[src/rtl/xmem_pkg.sv]
package xmem_pkg;
  typedef enum logic [1:0] {
    PH_IDLE = 2'd0,
    PH_ADDR = 2'd1,
    PH_STRB = 2'd2
  } xmem_phase_e;
endpackage

[src/rtl/xmem_stretch_map.sv]
module xmem_stretch_map #(
  parameter int CODE_W    = 3,
  parameter int CNT_W     = 4,
  parameter int PAGE_BASE = 7
) (
  input  logic [CODE_W-1:0] code,
  input  logic              page_mode1,
  output logic [CNT_W-1:0]  extra
);
  localparam int HALF = 1 << (CODE_W - 1);

  always_comb begin
    if (page_mode1 && code[CODE_W-1])
      extra = CNT_W'(code) - CNT_W'(HALF) + CNT_W'(PAGE_BASE);
    else
      extra = CNT_W'(code);
  end
endmodule

[src/rtl/xmem_ctrl.sv]
module xmem_ctrl
  import xmem_pkg::*;
#(
  parameter int CNT_W = 4
) (
  input  logic             clk,
  input  logic             rst_n,
  input  logic             req_valid,
  input  logic [CNT_W-1:0] extra,
  output logic             req_ready,
  output logic             accept,
  output logic             in_addr,
  output logic             in_strb,
  output logic             last,
  output logic             done
);
  xmem_phase_e     phase;
  logic [CNT_W-1:0] cnt;

  assign req_ready = (phase == PH_IDLE);
  assign accept    = req_valid && req_ready;
  assign in_addr   = (phase == PH_ADDR);
  assign in_strb   = (phase == PH_STRB);
  assign last      = in_strb && (cnt == '0);

  always_ff @(posedge clk or negedge rst_n) begin
    if (!rst_n) begin
      phase <= PH_IDLE;
      cnt   <= '0;
      done  <= 1'b0;
    end else begin
      done <= 1'b0;
      unique case (phase)
        PH_IDLE: if (req_valid) begin
          phase <= PH_ADDR;
          cnt   <= extra;
        end
        PH_ADDR: phase <= PH_STRB;
        PH_STRB: begin
          if (cnt == '0) begin
            phase <= PH_IDLE;
            done  <= 1'b1;
          end else begin
            cnt <= cnt - 1'b1;
          end
        end
        default: phase <= PH_IDLE;
      endcase
    end
  end

  // completion is a single-cycle pulse
  assert_done_single_R8: assert property (@(posedge clk) disable iff (!rst_n)
    done |=> !done);

  // completion directly follows a strobe cycle
  assert_done_after_strobe_R8: assert property (@(posedge clk) disable iff (!rst_n)
    done |-> $past(in_strb) && !in_strb);
endmodule

[src/rtl/xmem_bus.sv]
module xmem_bus #(
  parameter int ADDR_W = 16,
  parameter int DATA_W = 8
) (
  input  logic                 clk,
  input  logic                 rst_n,
  input  logic                 accept,
  input  logic                 in_addr,
  input  logic                 in_strb,
  input  logic                 last,
  input  logic                 req_write,
  input  logic [ADDR_W-1:0]    req_addr,
  input  logic [DATA_W-1:0]    req_wdata,
  input  logic [DATA_W-1:0]    ad_in,
  output logic                 ale,
  output logic                 rd_n,
  output logic                 wr_n,
  output logic [DATA_W-1:0]    ad_out,
  output logic                 ad_oe,
  output logic [ADDR_W-DATA_W-1:0] addr_hi,
  output logic [DATA_W-1:0]    rd_data
);
  logic              wr_q;
  logic [ADDR_W-1:0] addr_q;
  logic [DATA_W-1:0] wdata_q;

  always_ff @(posedge clk or negedge rst_n) begin
    if (!rst_n) begin
      wr_q    <= 1'b0;
      addr_q  <= '0;
      wdata_q <= '0;
    end else if (accept) begin
      wr_q    <= req_write;
      addr_q  <= req_addr;
      wdata_q <= req_wdata;
    end
  end

  always_ff @(posedge clk or negedge rst_n) begin
    if (!rst_n)
      rd_data <= '0;
    else if (last && !wr_q)
      rd_data <= ad_in;
  end

  assign ale     = in_addr;
  assign rd_n    = !(in_strb && !wr_q);
  assign wr_n    = !(in_strb && wr_q);
  assign ad_oe   = in_addr || (in_strb && wr_q);
  assign ad_out  = in_addr ? addr_q[DATA_W-1:0] : wdata_q;
  assign addr_hi = addr_q[ADDR_W-1:DATA_W];

  // the shared port is released while reading
  assert_read_release_R7: assert property (@(posedge clk) disable iff (!rst_n)
    !rd_n |-> !ad_oe);

  // address and port data hold across consecutive strobe cycles
  assert_hold_fields_R11: assert property (@(posedge clk) disable iff (!rst_n)
    ((!rd_n || !wr_n) && $past(!rd_n || !wr_n)) |-> ($stable(addr_hi) && $stable(ad_out)));
endmodule

[src/rtl/xmem_seq.sv]
module xmem_seq #(
  parameter int ADDR_W    = 16,
  parameter int DATA_W    = 8,
  parameter int CODE_W    = 3,
  parameter int PAGE_BASE = 7
) (
  input  logic                     clk,
  input  logic                     rst_n,
  input  logic                     req_valid,
  output logic                     req_ready,
  input  logic                     req_write,
  input  logic [ADDR_W-1:0]        req_addr,
  input  logic [DATA_W-1:0]        req_wdata,
  input  logic [CODE_W-1:0]        stretch,
  input  logic                     page_mode1,
  output logic                     ale,
  output logic                     psen_n,
  output logic                     rd_n,
  output logic                     wr_n,
  output logic [DATA_W-1:0]        ad_out,
  output logic                     ad_oe,
  input  logic [DATA_W-1:0]        ad_in,
  output logic [ADDR_W-DATA_W-1:0] addr_hi,
  output logic [DATA_W-1:0]        rd_data,
  output logic                     done
);
  localparam int HALF       = 1 << (CODE_W - 1);
  localparam int NORM_MAX   = (1 << CODE_W) - 1;
  localparam int PAGE_MAX   = HALF - 1 + PAGE_BASE;
  localparam int EXTRA_MAX  = (PAGE_MAX > NORM_MAX) ? PAGE_MAX : NORM_MAX;
  localparam int CNT_W      = $clog2(EXTRA_MAX + 1);

  logic [CNT_W-1:0] extra;
  logic accept, in_addr, in_strb, last;

  xmem_stretch_map #(
    .CODE_W(CODE_W), .CNT_W(CNT_W), .PAGE_BASE(PAGE_BASE)
  ) map_i (
    .code(stretch), .page_mode1(page_mode1), .extra(extra)
  );

  xmem_ctrl #(.CNT_W(CNT_W)) ctrl_i (
    .clk(clk), .rst_n(rst_n), .req_valid(req_valid), .extra(extra),
    .req_ready(req_ready), .accept(accept), .in_addr(in_addr),
    .in_strb(in_strb), .last(last), .done(done)
  );

  xmem_bus #(.ADDR_W(ADDR_W), .DATA_W(DATA_W)) bus_i (
    .clk(clk), .rst_n(rst_n), .accept(accept), .in_addr(in_addr),
    .in_strb(in_strb), .last(last), .req_write(req_write),
    .req_addr(req_addr), .req_wdata(req_wdata), .ad_in(ad_in),
    .ale(ale), .rd_n(rd_n), .wr_n(wr_n), .ad_out(ad_out), .ad_oe(ad_oe),
    .addr_hi(addr_hi), .rd_data(rd_data)
  );

  assign psen_n = 1'b1;

  // an accepted request is followed by the address cycle
  assert_accept_ale_R3: assert property (@(posedge clk) disable iff (!rst_n)
    (req_valid && req_ready) |=> (ale && ad_oe && rd_n && wr_n));

  // no request can be taken while the bus is active
  assert_busy_block_R10: assert property (@(posedge clk) disable iff (!rst_n)
    (ale || !rd_n || !wr_n) |-> !req_ready);

  // a request waiting in the completion cycle starts the next address cycle
  assert_back_to_back_R12: assert property (@(posedge clk) disable iff (!rst_n)
    (done && req_valid) |=> ale);
endmodule

[config.mk]
export PLATFORM = sky130hd
export DESIGN_NAME = xmem_seq
export DESIGN_NICKNAME = d
export VERILOG_FILES = /design/src/rtl/xmem_pkg.sv /design/src/rtl/xmem_stretch_map.sv /design/src/rtl/xmem_ctrl.sv /design/src/rtl/xmem_bus.sv /design/src/rtl/xmem_seq.sv
export SDC_FILE = /design/constraint.sdc
export NUM_CORES = 1
export LEC_CHECK = 0
export ABC_AREA = 1
export BUFFER_PORTS_ARGS = -buffer_cell sky130_fd_sc_hd__buf_4
export CORE_ASPECT_RATIO = 1.25
export CORE_MARGIN = 5
export CORE_UTILIZATION = 32
export DETAILED_ROUTE_END_ITERATION = 7
export HOLD_SLACK_MARGIN = 0.02
export PLACE_DENSITY = 0.56
export SLEW_MARGIN = 20
export SYNTH_ARGS = -nofsm -noshare
export SYNTH_HDL_FRONTEND = slang
export SYNTH_SLANG_ARGS = --single-unit
[constraint.sdc]
create_clock -name clk -period 1.7 [get_ports clk]
set_clock_uncertainty 0.1 [all_clocks]
set_input_delay 0.17 -clock clk [delete_from_list [all_inputs] [get_ports clk]]
set_output_delay 0.17 -clock clk [all_outputs]
set_load 0.005 [all_outputs]
==> results.md <==
- Status: finished, final reports clean
- Simple-gate portion of the synthesized area: 0.271
- Placed inst area: 2440 um2
- Antenna Cells: 0
- Largest net degree at the start of global routing: 41
- Highest ir drop seen on vdd: 0.709 mV
- Clock slew at reported path FFs: ~70 ps
- FILL cells: 583
- EDFF count, synth: 0
- Total power: 4.25 mW
- GRT Overall Usage: 0.132
- Setup_tns: 0 ps
- PD cells: around 1500 nW/um2
- Clock root cell: clkbuf_8
- Largest family of logic cells by synthesized area: simple AND/OR/NAND/NOR gates
- Complex-gate fraction of the synthesized area: 0.0697
- Routed via count: 1729
- Htree depth: 2
- Top FF cell, synth: dfrtp_1
- DRC: 0
- Setup violations, final: 0
- TritonCTS clock tree: done
- Worst Tran Pin Value: 507 ps
- Max Slew Vio Count: 0
- Remaining global-route overflow: 0
- Clock latency on the worst-skew pair: between 200 and 300 ps
- First-pass GRT wire length: 8000 um
- Final wirelength: 4710 um
- Worst hold slack: 32.8 ps
- CTS resizes: 0
- Most frequent cells after synthesis: nand2_1, dfrtp_1, inv_1, buf_4, nand3_1
- RSZ-0062 raised after global routing: no
- Layout cells sized above 1: 0.292
- Syn Nets: 277
- WP data required: roughly 1400 ps
- Core Util, Final: 0.493
- Critical Path Start Type: flip-flop
- 1st-iter DRT viols: just under 90
- Worst Path Arrival: roughly 1300 ps
- Vias in the first global route: 1817
- Fin cells: slightly below 400
- Synth-to-layout area growth: 49.9%
- Post-Syn Instances: 234
- Post-synth ARST share: 1.00
- Crit path capture type: output port
- Drt pass-1 iters: 4
- Fin area: approximately 2900 um2
- Top cells by area, synth: dfrtp_1, nand2_1, buf_4
- CP max stage delay: 410 ps
- Post-synth top area share: 0.526
- Clk buf depth: 2
- Mapped cell area: 1900 um2
- Max Cap Violations: 0
- Vias per cell: between 4 and 5
- Wire per inst: 11.8 um
- Period utilisation layout: 0.915
- Avg Synthesized Cell Area: slightly above 8 um2
- Rel. slew slack: 0.662
- Critical path type: reg2out
- Worst hold path class: in2reg
- Fin nets: 374
- Routed Antenna Nets: 0
- Sequential cell area fraction in the yosys report: 0.526
- Chip height: 96.2 um
- Synth Area in Adders: 0.0197
- Port Buf Inserts: just under 70
- Pre-CTS setup slack: ~240 ps
- Reg2Reg Setup Slack: ~230 ps
- Hold Fails Final Rpt: 0
- Total CTS buffers: 5
- Fin crit period: 1550 ps
- Register bit total from synthesis: 40
- Post-synthesis mux area share: 0
- Hold-fix buffer count after cts: 31
- Initial Util: 0.329
- DP HPWL: 3280 um
- Count leader, synth: nand2_1
- Num Clock Sinks: 40
- Placer congestion estimate: 0.775
- Row Count: 31
- Leakage: 1.55 nW
- Area leader, netlist: dfrtp_1
- Setup repair bufs after CTS: 0
- Crit path max fanout: 14
- Initial antenna violation count: 0
- Crit path max-delay cell type: dfrtp_1
- Die Wd: 79.0 um
- Yosys warnings: 0
- Max Clk Rate: 643 MHz
- Netlist cell types: 19
- Die area: roughly 7600 um2
- Xor/xnor cell area share of the yosys netlist: 0.00461
- Dpl cells: 358
- Crit-path cells: nor2_2 > inv_2 > o21ai_1 > buf_4
- Setup ws final: 145 ps
- # IOs: 71
- Total core area: ~5800 um2
==> final cells by class <==
class / instances / area [um2] / share of cell area
well taps: 66 / 82.6 / 0.0290
clock inverters: 1 / 7.51 / 0.00263
multi-input cells: 155 / 698 / 0.245
clock buffers: 7 / 86.3 / 0.0303
flip-flops and latches: 40 / 1000 / 0.351
repair buffers: 106 / 888 / 0.312
inverters: 23 / 86.3 / 0.0303
==> cell usage in the layout (no fill, tap or decap), drive strengths merged <==
cell,count
conb,1
inv,23
buf,74
clkinvlp,1
nor2,7
xnor2,1
o21ai,19
ha,3
dlygate4sd3,32
clkbuf,7
nand3,12
dfrtp,40
o211ai,1
nand2,111
==> critical path: cells and delay by family (launching register included) <==
family	cells	cell delay, ps
and+or+nand+nor	1	160
buffers and inverters	2	270
DFF	1	410
AOI/OAI and AO/OA	1	170
==> power breakdown <==
group | leakage (nW) | switching, mW | internal (mW)
clock | 0.0445 | 0.323 | 0.330
sequential | 0.493 | 0.254 | 1.40
combinational | 1.01 | 0.960 | 0.984
total | 1.55 | 1.54 | 2.72
==> sequential cells by signal, summed over array words and instances (netlist names) <==
name and flops:
bus_i.rd_data 8, ctrl_i.done 1, ctrl_i.cnt 4, bus_i.addr_q 16
ctrl_i.phase 2, bus_i.wr_q 1, bus_i.wdata_q 8
==> worst paths after layout <==
check / start / to / depth (start not counted)
setup / recovery: ctrl_i.phase[1] / ad_out[2] / 4
hold / removal: ad_in[0] / bus_i.rd_data[0] / 3
setup reg to reg: ctrl_i.cnt[0] / ctrl_i.cnt[0] / 7
hold reg to reg: bus_i.addr_q[6] / bus_i.addr_q[6] / 2
max in group asynchronous: rst_n / bus_i.addr_q[9] / 2
min in group asynchronous: rst_n / bus_i.addr_q[15] / 2
==> routing by layer <==
layer	up-vias	track usage	share of wire
met4	0	0.0444	0.012
met2	48	0.239	0.50
li1	896	-	-
met3	7	0.0403	0.071
met5	-	0	0
met1	778	0.149	0.42
==> logic make-up (layout without fill, tap and decap cells) <==
group | count (synthesis) | after routing
simple gates | 130 | 130
flops | 40 | 40
buf+inv | 39 | 137
compound gates | 20 | 20
fa+ha+maj | 3 | 3
other cells | 1 | 1
xor+xnor | 1 | 1
Power figures use the tool's default switching activity.
